<file path="src/rtl/booth_mac_pkg.sv">
package booth_mac_pkg;

  localparam int OP_W  = 8;
  localparam int ACC_W = 20;

  // strobes from control to datapath
  typedef struct packed {
    logic loadEn;   // state registers take the tree output
    logic keepAcc;  // feed the stored sum/carry back into the tree
    logic usePP;    // partial products are live (otherwise zero)
    logic outEn;    // resolve the state into the output register
  } macCtrl_t;

  // one radix-4 Booth digit
  typedef struct packed {
    logic neg;
    logic one;
    logic two;
  } boothDig_t;

endpackage

</file>
<file path="src/rtl/booth_mac_ctrl.sv">
module booth_mac_ctrl
  import booth_mac_pkg::*;
(
  input  logic     clk,
  input  logic     rstN,
  input  logic     validIn,
  input  logic     clrIn,
  output macCtrl_t ctrl
);

  logic pendQ;

  always_ff @(posedge clk or negedge rstN) begin
    if (!rstN) pendQ <= 1'b0;
    else       pendQ <= validIn | clrIn;
  end

  always_comb begin
    ctrl.loadEn  = validIn | clrIn;
    ctrl.keepAcc = ~clrIn;
    ctrl.usePP   = validIn;
    ctrl.outEn   = pendQ;
  end

  AST_PEND_FOLLOWS: assert property (@(posedge clk) disable iff (!rstN)
    (validIn || clrIn) |=> ctrl.outEn);

  AST_IDLE_NO_PEND: assert property (@(posedge clk) disable iff (!rstN)
    (!validIn && !clrIn) |=> !ctrl.outEn);

endmodule

</file>
<file path="src/rtl/booth_recoder.sv">
module booth_recoder
  import booth_mac_pkg::*;
#(
  parameter int OpW = OP_W,
  localparam int DigN = OpW / 2
) (
  input  logic [OpW-1:0]             mulB,
  output boothDig_t [DigN-1:0]       digs
);

  logic [OpW:0] extB;
  assign extB = {mulB, 1'b0};

  for (genvar i = 0; i < DigN; i++) begin : gDig
    logic [2:0] trip;
    assign trip = extB[2*i+2 -: 3];
    assign digs[i].one = trip[1] ^ trip[0];
    assign digs[i].two = (trip == 3'b011) | (trip == 3'b100);
    assign digs[i].neg = trip[2] & ~(trip[1] & trip[0]);
  end

endmodule

</file>
<file path="src/rtl/booth_pp_gen.sv">
module booth_pp_gen
  import booth_mac_pkg::*;
#(
  parameter int OpW  = OP_W,
  parameter int AccW = ACC_W,
  localparam int DigN = OpW / 2,
  localparam int ExtW = AccW - OpW - 1
) (
  input  logic [OpW-1:0]              mulA,
  input  boothDig_t [DigN-1:0]        digs,
  input  logic                        usePP,
  output logic [DigN-1:0][AccW-1:0]   rows,
  output logic [AccW-1:0]             negRow
);

  logic [DigN-1:0] negVec;

  for (genvar i = 0; i < DigN; i++) begin : gPp
    logic [OpW:0] sel;
    logic [OpW:0] inv;
    logic         negEff;
    logic         signE;
    logic [AccW-1:0] ext;

    always_comb begin
      sel = '0;
      if (usePP && digs[i].one)      sel = {mulA[OpW-1], mulA};
      else if (usePP && digs[i].two) sel = {mulA, 1'b0};
      negEff = usePP & digs[i].neg;
      // one's complement now, +1 injected through negRow
      inv   = sel ^ {(OpW+1){negEff}};
      signE = inv[OpW];
      ext   = {{ExtW{signE}}, inv};
    end

    assign rows[i]   = ext << (2 * i);
    assign negVec[i] = negEff;
  end

  always_comb begin
    negRow = '0;
    for (int k = 0; k < DigN; k++) negRow[2*k] = negVec[k];
  end

endmodule

</file>
<file path="src/rtl/csa_chain.sv">
module csa_chain #(
  parameter int AccW = 20,
  parameter int RowN = 7,
  localparam int StageN = RowN - 2
) (
  input  logic [RowN-1:0][AccW-1:0] rows,
  output logic [AccW-1:0]           sumV,
  output logic [AccW-1:0]           carryV
);

  logic [AccW-1:0] sArr [StageN];
  logic [AccW-1:0] cArr [StageN];

  for (genvar k = 0; k < StageN; k++) begin : gStage
    logic [AccW-1:0] x, y, z, maj;
    if (k == 0) begin : gFirst
      assign x = rows[0];
      assign y = rows[1];
    end else begin : gNext
      assign x = sArr[k-1];
      assign y = cArr[k-1];
    end
    assign z       = rows[k+2];
    assign maj     = (x & y) | (x & z) | (y & z);
    assign sArr[k] = x ^ y ^ z;
    assign cArr[k] = {maj[AccW-2:0], 1'b0};
  end

  assign sumV   = sArr[StageN-1];
  assign carryV = cArr[StageN-1];

endmodule

</file>
<file path="src/rtl/booth_mac_dp.sv">
module booth_mac_dp
  import booth_mac_pkg::*;
#(
  parameter int OpW  = OP_W,
  parameter int AccW = ACC_W,
  localparam int DigN = OpW / 2,
  localparam int RowN = DigN + 3
) (
  input  logic            clk,
  input  logic            rstN,
  input  macCtrl_t        ctrl,
  input  logic [OpW-1:0]  mulA,
  input  logic [OpW-1:0]  mulB,
  output logic [AccW-1:0] accOut
);

  boothDig_t [DigN-1:0]      digs;
  logic [DigN-1:0][AccW-1:0] ppRows;
  logic [AccW-1:0]           negRow;
  logic [RowN-1:0][AccW-1:0] treeRows;
  logic [AccW-1:0]           treeSum, treeCarry;
  logic [AccW-1:0]           accSumQ, accCarryQ, accOutQ;
  logic [AccW-1:0]           resolved;
  logic signed [AccW-1:0]    prodRef;

  booth_recoder #(.OpW(OpW)) uRec (
    .mulB (mulB),
    .digs (digs)
  );

  booth_pp_gen #(.OpW(OpW), .AccW(AccW)) uPp (
    .mulA   (mulA),
    .digs   (digs),
    .usePP  (ctrl.usePP),
    .rows   (ppRows),
    .negRow (negRow)
  );

  always_comb begin
    for (int k = 0; k < DigN; k++) treeRows[k] = ppRows[k];
    treeRows[DigN]   = negRow;
    treeRows[DigN+1] = ctrl.keepAcc ? accSumQ   : '0;
    treeRows[DigN+2] = ctrl.keepAcc ? accCarryQ : '0;
  end

  csa_chain #(.AccW(AccW), .RowN(RowN)) uTree (
    .rows   (treeRows),
    .sumV   (treeSum),
    .carryV (treeCarry)
  );

  // final carry-propagate adder
  assign resolved = accSumQ + accCarryQ;

  always_ff @(posedge clk or negedge rstN) begin
    if (!rstN) begin
      accSumQ   <= '0;
      accCarryQ <= '0;
      accOutQ   <= '0;
    end else begin
      if (ctrl.loadEn) begin
        accSumQ   <= treeSum;
        accCarryQ <= treeCarry;
      end
      if (ctrl.outEn) accOutQ <= resolved;
    end
  end

  assign accOut = accOutQ;

  // reference product for the checks below
  assign prodRef = AccW'($signed(mulA) * $signed(mulB));

  AST_IDLE_HOLD: assert property (@(posedge clk) disable iff (!rstN)
    !ctrl.loadEn |=> ($stable(accSumQ) && $stable(accCarryQ)));

  AST_CLEAR_ZERO: assert property (@(posedge clk) disable iff (!rstN)
    (ctrl.loadEn && !ctrl.keepAcc && !ctrl.usePP) |=> (resolved == '0));

  AST_FRESH_PRODUCT: assert property (@(posedge clk) disable iff (!rstN)
    (ctrl.loadEn && !ctrl.keepAcc && ctrl.usePP) |=> (resolved == $past(prodRef)));

  AST_ACC_STEP: assert property (@(posedge clk) disable iff (!rstN)
    (ctrl.loadEn && ctrl.keepAcc && ctrl.usePP) |=> (resolved == $past(resolved + prodRef)));

endmodule

</file>
<file path="src/rtl/booth_mac_top.sv">
module booth_mac_top
  import booth_mac_pkg::*;
#(
  parameter int OpW  = OP_W,
  parameter int AccW = ACC_W
) (
  input  logic            clk,
  input  logic            rstN,
  input  logic            validIn,
  input  logic            clrIn,
  input  logic [OpW-1:0]  mulA,
  input  logic [OpW-1:0]  mulB,
  output logic [AccW-1:0] accOut
);

  macCtrl_t ctrl;

  booth_mac_ctrl uCtrl (
    .clk     (clk),
    .rstN    (rstN),
    .validIn (validIn),
    .clrIn   (clrIn),
    .ctrl    (ctrl)
  );

  booth_mac_dp #(.OpW(OpW), .AccW(AccW)) uDp (
    .clk    (clk),
    .rstN   (rstN),
    .ctrl   (ctrl),
    .mulA   (mulA),
    .mulB   (mulB),
    .accOut (accOut)
  );

endmodule

</file>
<file path="config.mk">
export PLATFORM = sky130hd
export DESIGN_NAME = booth_mac_top
export DESIGN_NICKNAME = d
export VERILOG_FILES = /design/src/rtl/booth_mac_pkg.sv /design/src/rtl/booth_mac_ctrl.sv /design/src/rtl/booth_recoder.sv /design/src/rtl/booth_pp_gen.sv /design/src/rtl/csa_chain.sv /design/src/rtl/booth_mac_dp.sv /design/src/rtl/booth_mac_top.sv
export SDC_FILE = /design/constraint.sdc
export NUM_CORES = 1
export LEC_CHECK = 0
export BUFFER_PORTS_ARGS = -buffer_cell sky130_fd_sc_hd__buf_2
export CAP_MARGIN = 20
export CORE_AREA = 2 2 102 104
export DETAILED_ROUTE_END_ITERATION = 16
export DIE_AREA = 0 0 104 106
export PLACE_DENSITY = 0.83
export SETUP_SLACK_MARGIN = 0.15
export SLEW_MARGIN = 40
export SYNTH_ARGS = -nofsm -noshare
export SYNTH_HDL_FRONTEND = slang
export SYNTH_SLANG_ARGS = --single-unit
</file>
<file path="constraint.sdc">
create_clock -name clk -period 2.5 [get_ports clk]
set_clock_uncertainty 0.1 [all_clocks]
set_input_delay 0.5 -clock clk [delete_from_list [all_inputs] [get_ports clk]]
set_output_delay 0.5 -clock clk [all_outputs]
set_load 0.1 [all_outputs]
</file>
# Word-level counts from Yosys, hierarchy flattened
# Cells that the tools add are included.
[word_totals] in_bits=20 wordCells=89 output_inout_bits=20 register_bits=60
[op_classes] n_eq_ne=7 bitwise=59 n_reduce_logical=8 mux=10 addsub=1
[op_table] operator="bitwise AND 19 bit" n=13
[op_table] operator="OR 19 bit" n=10
[op_table] operator="XOR 20 bit" n=9
[op_table] operator="two-way mux 9 bit" n=8
[op_table] operator="two-way mux 20 bit" n=2
[op_table] operator="bitwise AND 19 x 7 -> 19 bit" n=2
[op_table] operator="XOR 9 bit" n=4
[op_table] operator="adder 20 bit" n=1
[op_table] operator="XOR 20 x 7 -> 20 bit" n=1
[op_table] operator="bitwise AND 1 bit" n=10
[op_table] operator="== test 3 x 2 -> 1 bit (second input constant)" n=3
[op_table] operator="== test 3 bit (second input constant)" n=3
[op_table] operator="logical AND 1 bit" n=8
[op_table] operator="OR 1 bit" n=4
[op_table] operator="inverter 1 bit" n=3
[op_table] operator="XOR 1 bit" n=3
[op_table] operator="== test 2 bit (second input constant)" n=1

# Logic depth before layout (Yosys ltp)
[logic_depth] ltp_word=21 mapped_depth=18

# Modules after synthesis
# From an unflattened synthesis, not the netlist that was laid out.
[hier_totals] hier_cells=672 hier_area_um2=7123.1
[by_module_without_submodules] mod="booth_mac_dp" area_per_inst_um2=3487.1 seq_area_each_um2=1501.4 cells_per_inst=315 n_inst=1
[by_module_without_submodules] mod="csa_chain" area_per_inst_um2=2005.7 seq_area_each_um2=0.0 cells_per_inst=114 n_inst=1
[by_module_without_submodules] mod="booth_pp_gen" area_per_inst_um2=1397.6 seq_area_each_um2=0.0 cells_per_inst=217 n_inst=1
[by_module_without_submodules] mod="booth_recoder" area_per_inst_um2=182.7 seq_area_each_um2=0.0 cells_per_inst=21 n_inst=1
[by_module_without_submodules] mod="booth_mac_ctrl" area_per_inst_um2=50.0 seq_area_each_um2=25.0 cells_per_inst=5 n_inst=1

# Worst setup path before layout
# No wires, ideal clock.
[synth_timing] kind="input-to-reg" from="input port mulB[1]" to="register uDp.accSumQ[6]" n_path_buf=2 arrival_ns=4.798 cell_stages=17 setup_slack_ns=-2.522 path_cell_list="clkbuf_1 -> inv_1 -> ha_1 -> mux2_2 -> and3_1 -> clkbuf_1 -> a22oi_1 -> xnor2_1 -> fa_1 -> fa_1 -> inv_1 -> fa_1 -> inv_1 -> fa_1 -> inv_1 -> fa_1 -> mux2_2"
[synth_between] elab_chain_len=19 word_cells_on_any_way=49
[synth_rtl] element="start, declared" line="booth_mac_top.sv:12" rtl="input logic [OpW-1:0] mulB,"
[synth_rtl] element="== test 3 x 2 -> 1 bit (tied with other cells)" line="booth_recoder.sv:18" rtl="assign digs[i].two = (trip == 3'b011) | (trip == 3'b100);"
[synth_rtl] element="OR 1 bit (tied with other cells)" line="booth_recoder.sv:18"
[synth_rtl] element="logical AND 1 bit (tied with other cells)" line="booth_pp_gen.sv:28" rtl="else if (usePP && digs[i].two) sel = {mulA, 1'b0};"
[synth_rtl] element="two-way mux 9 bit (tied with other cells)" line="booth_pp_gen.sv:28"
[synth_rtl] element="two-way mux 9 bit or XOR 9 bit (tied branches)" line="booth_pp_gen.sv:27, booth_pp_gen.sv:31"
[synth_rtl] element="XOR 9 bit or bitwise AND 19 bit (tied branches)" line="booth_pp_gen.sv:31, csa_chain.sv:24"
[synth_rtl] element="bitwise AND 19 bit (tied with other cells)" line="csa_chain.sv:24" rtl="assign maj = (x & y) | (x & z) | (y & z);"
[synth_rtl] element="OR 19 bit or XOR 20 bit (tied branches)" line="csa_chain.sv:24, csa_chain.sv:25"
[synth_rtl] element="(+2 left out)"
[synth_rtl] element="OR 19 bit or XOR 20 bit (tied branches)" line="csa_chain.sv:24, csa_chain.sv:25"
[synth_rtl] element="OR 19 bit (tied with other cells)" line="csa_chain.sv:24"
[synth_rtl] element="bitwise AND 19 bit (tied with other cells)" line="csa_chain.sv:24"
[synth_rtl] element="OR 19 bit or XOR 20 x 7 -> 20 bit (tied branches)" line="csa_chain.sv:24, csa_chain.sv:25"
[synth_rtl] element="OR 19 bit or bitwise AND 19 bit (tied branches)" line="csa_chain.sv:24"
[synth_rtl] element="XOR 20 bit or OR 19 bit (tied branches) (2 in a row)" line="csa_chain.sv:25, csa_chain.sv:24"
[synth_rtl] element="XOR 20 bit (*) (2 in a row)" line="csa_chain.sv:25" rtl="assign sArr[k] = x ^ y ^ z;"
[synth_rtl] element="via uDp.treeSum[6]" line="booth_mac_dp.sv:21" rtl="logic [AccW-1:0] treeSum, treeCarry;"
[synth_rtl] element="end signal, assigned" line="booth_mac_dp.sv:62" rtl="accSumQ <= treeSum;"
[synth_rtl] element="end, declared" line="booth_mac_dp.sv:22" rtl="logic [AccW-1:0] accSumQ, accCarryQ, accOutQ;"
# The timed path passes the listed nets; every way through them passes the cells marked *.
# A chain may end at the register's enable or synchronous reset.

# Worst setup path after layout
[layout_timing] from="input port mulB[3]" to="register uDp.accSumQ[6]"
[layout_between] elab_chain_len=19 word_cells_on_any_way=52
[layout_rtl] element="== test 3 x 2 -> 1 bit or == test 3 bit (tied branches)" line="booth_recoder.sv:18"
[layout_rtl] element="OR 1 bit" line="booth_recoder.sv:18"
[layout_rtl] element="logical AND 1 bit" line="booth_pp_gen.sv:28"
[layout_rtl] element="two-way mux 9 bit" line="booth_pp_gen.sv:28"
[layout_rtl] element="two-way mux 9 bit" line="booth_pp_gen.sv:27" rtl="if (usePP && digs[i].one) sel = {mulA[OpW-1], mulA};"
[layout_rtl] element="XOR 9 bit" line="booth_pp_gen.sv:31" rtl="inv = sel ^ {(OpW+1){negEff}};"
[layout_rtl] element="bitwise AND 19 bit or XOR 20 bit (tied branches)" line="csa_chain.sv:24, csa_chain.sv:25"
[layout_rtl] element="OR 19 bit or XOR 20 bit (tied branches)" line="csa_chain.sv:24, csa_chain.sv:25"
[layout_rtl] element="(+2 left out)"
[layout_rtl] element="OR 19 bit or XOR 20 bit (tied branches)" line="csa_chain.sv:24, csa_chain.sv:25"
[layout_rtl] element="OR 19 bit (tied with other cells)" line="csa_chain.sv:24"
[layout_rtl] element="bitwise AND 19 bit (tied with other cells)" line="csa_chain.sv:24"
[layout_rtl] element="OR 19 bit or XOR 20 x 7 -> 20 bit (tied branches)" line="csa_chain.sv:24, csa_chain.sv:25"
[layout_rtl] element="OR 19 bit or bitwise AND 19 bit (tied branches)" line="csa_chain.sv:24"
[layout_rtl] element="XOR 20 bit or OR 19 bit (tied branches) (2 in a row)" line="csa_chain.sv:25, csa_chain.sv:24"
[layout_rtl] element="XOR 20 bit (*) (2 in a row)" line="csa_chain.sv:25"
[layout_rtl] element="via uDp.treeSum[6]" line="booth_mac_dp.sv:21"
# Marks and branches as above.

==> metrics.md <==
| Metric | Value |
|---|---|
| Most used cell, CP | `fa_1` |
| Nets | `roughly 790` |
| DP Area | `about 7000 µm²` |
| Worst slew pin tran | `around 0.5 ns` |
| Mean post-synth cell area | `10.0 µm²` |
| Yosys warns | `0` |
| Endpoint class of the critical path | `register` |
| Io pins | `40` |
| DP HPWL | `10300 µm` |
| Final Wtd Congestion | `around 0.90` |
| Met2 WL | `just under 9000 µm` |
| P_leak | `3.39 nW` |
| VDD IR max | `between 900 and 1000 µV` |
| Total gr overflow | `0` |
| Tcrit/Tclk final | `1.71` |
| Post-synth top area cell | `dfrtp_1` |
| Worst hold path class | `reg -> reg` |
| WL/cell | `roughly 20 µm` |
| Setup Viol. Count Final | `35` |
| CTS clk-pin slew, worst paths | `~0.070 ns` |
| Most frequent cells in the layout | `59 x dfrtp_1, 54 x buf_4, 35 x nor2b_1, 35 x buf_2, 33 x inv_1` |
| Design Area, Final | `7610 µm²` |
| Cells along the critical path | `buf_12 -> ha_4 -> mux2_4 -> and3_4 -> buf_6 -> a22oi_2 -> xor2_1 -> fa_2 -> inv_2 -> fa_1 -> inv_1 -> fa_1 -> inv_2 -> fa_1 -> inv_1 -> fa_2 -> mux2_4` |
| Power density cells | `1150 nW/µm²` |
| Worst R2R Setup Slack | `0.17 ns` |
| Fin util | `0.762` |
| Fin. max-slew vios | `0` |
| Status | `complete, but fails checks` |
| Failing checks | `setup timing` |
| Starting Density | `0.588` |
| Share of layout cells above drive strength 1 | `0.440` |
| WP data arrival | `4.42 ns` |
| DIE AREA | `~11000 µm²` |
| Routed vias/inst | `6.02` |
| Post-synth EDFFs | `0` |
| Top sig layer | `met4` |
| Top post-synthesis cells by area | `dfrtp_1 25%, fa_1 17%, ha_1 9.6%, mux2_2 8.2%, xnor2_1 4.6%` |
| Global-route wire length before repair | `between 20000 and 25000 µm` |
| Cells after synthesis | `approximately 600` |
| Length of routed met3 wiring | `between 900 and 1000 µm` |
| Largest net degree at the start of global routing | `39` |
| Die height | `~110 µm` |
| Max-Cap Viols | `0` |
| Crit-path max FO | `4` |
| CTS tree | `built` |
| Cells after DPL | `slightly below 800` |
| Clock sink total | `59` |
| Critical path class | `in -> reg` |
| P&R area growth vs syn | `29.6%` |
| M1 WL | `roughly 5800 µm` |
| Synth async-reset ratio | `1.00` |
| Largest delay share family, worst path | `adder cells` |
| # port buffers | `39` |
| Primary FF master, synth | `dfrtp_1` |
| Highest Clock Rate | `234 MHz` |
| Vias in the first global route | `roughly 5100` |
| Largest buffer count on any clock path | `2` |
| Worst setup margin | `-1.78 ns` |
| CP startpoint kind | `primary input` |
| Antenna viol nets, final | `0` |
| Max incr delay on CP | `between 0.5 and 0.6 ns` |
| Die W | `roughly 100 µm` |
| Ant. Diodes | `0` |
| RSZ-0062 raised after global routing | `true` |
| Synth top area share | `0.251` |
| Commonest non-fill, non-tap cell in the layout | `dfrtp_1` |
| Non-filler instance count after layout | `818` |
| Fin. Hold Viols | `0` |
| Initial antenna violation count | `0` |
| CTS Buf Count | `9` |
| Yosys cell types | `60` |
| WL final | `16500 µm` |
| Minimum hold slack | `0.376 ns` |
| Post-route DRC | `0` |
| Synthesized area | `approximately 5900 µm²` |
| Minimum clock period | `around 4.3 ns` |
| Worst Path Required | `approximately 2.6 ns` |
| Register bit total from synthesis | `59` |
| Sequential area share after synthesis | `0.251` |
| Detailed-route via count | `a little under 5000` |
| CTS HTree Levels | `3` |
| Clk root buf | `clkbuf_8` |
| Total Routing Usage GR | `0.277` |
| Synth Net Count | `between 700 and 800` |
| Rel. slew slack | `0.663` |
| Clk Latency, worst-skew pair | `between 0.3 and 0.4 ns` |
| Initial DRC Count | `around 400` |
| Crit-path slowest cell | `fa_1` |
| Number of fill cells | `between 500 and 600` |
| Drt pass-1 iters | `5` |
| CP bufs+invs | `6` |
| FP Rows | `37` |
| Core ar. | `between 9000 and 10000 µm²` |
cell families after synthesis:
family | Yosys count | synth area share
and+or+nand+nor | 138 | 0.129
DFF | 59 | 0.251
AOI/OAI and AO/OA | 117 | 0.143
buffers and inverters | 87 | 0.0575
muxes | 45 | 0.0858
xor gates and xnor gates | 44 | 0.0656
adders and majority gates | 96 | 0.268
worst reg2reg max path, cell delays in order, from the launching register on:
cell and delay, ns:
dfrtp_1 0.40, ha_1 0.39, o21ai_0 0.41, or2_4 0.26, a211oi_4 0.09, or4b_1 0.48
o2111ai_1 0.11
layout make-up:
class                           count  area, µm²  share of cell area
Tap cell                          136        170              0.0223
Timing Repair Buffer              112        872               0.115
Clock inverter                      5       52.6             0.00690
Inverter                           55        224              0.0294
Clock buffer                       11        141              0.0186
Sequential cell                    59       1480               0.194
Multi-Input combinational cell    440       4680               0.614
metrics by stage:
| step | total power, mW | setup slack [ns] | setup TNS (ns) |
|---|---|---|---|
| 2_1_floorplan | 5.97 | -2.09 | -52.48 |
| 6_report | 8.74 | -1.78 | -50.61 |
| 4_1_cts | 8.36 | -1.67 | -46.65 |
| 5_1_grt | 9.27 | -1.86 | -53.17 |
| 3_3_place_gp | 6.87 | -2.10 | -61.95 |
| 3_5_place_dp | 7.13 | -2.19 | -64.87 |
worst paths after layout:
path | from | to | cells after the start
hold / removal | uDp.accOut[8]$_DFFE_PN0P_ | uDp.accOut[8]$_DFFE_PN0P_ | 1
setup / recovery | mulB[3] | uDp.accSumQ[6]$_DFFE_PN0P_ | 17
hold reg to reg | uDp.accOut[8]$_DFFE_PN0P_ | uDp.accOut[8]$_DFFE_PN0P_ | 1
max in group asynchronous | rstN | uDp.accSumQ[0]$_DFFE_PN0P_ | 3
setup reg to reg | uDp.accCarryQ[4]$_DFFE_PN0P_ | uDp.accOut[19]$_DFFE_PN0P_ | 6
min in group asynchronous | rstN | uDp.accCarryQ[18]$_DFFE_PN0P_ | 2
state kept, by name (all words and copies together), names as in the netlist:
| signal | flops |
|---|---|
| uCtrl.pendQ | 1 |
| uDp.accCarryQ | 18 |
| uDp.accSumQ | 20 |
| uDp.accOut | 20 |
power by group:
part | switching, mW | internal [mW]
Combinational | 3.65 | 2.47
Sequential | 0.329 | 1.40
Clock | 0.404 | 0.482
layer usage:
metal	GRT usage	up-vias
li1	-	2186
met3	0.0601	82
met2	0.514	214
met5	0	-
met4	0.104	0
met1	0.312	2440
timing repair:
| action | 4_1_cts | 5_1_grt |
|---|---|---|
| hold endpoints to repair | 17 | 0 |
| setup endpoints to repair | 36 | 38 |
| pin swaps | 58 | 42 |
| buffers inserted | 5 | 4 |
| hold buffers | 1 | 0 |
| resized for setup | 92 | 44 |
Yosys cell counts (all sizes together), types with 3 or more instances:
cell     count
a21oi       11
o21a         6
nor3         5
nand2       30
fa          50
or2          3
a211oi      10
nor4         3
nor2b       37
ha          45
o2111ai      4
and3         4
mux2        43
xor2        13
clkbuf      24
a22oi       24
inv         55
dfrtp       59
and2         9
o31ai        4
nand2b       8
a21o         8
nand4        3
buf          8
o21bai       3
nor2        20
a31oi        3
or3          6
nand3        6
xnor2       31
o21ai       32
(Power assumes the default switching activity.)
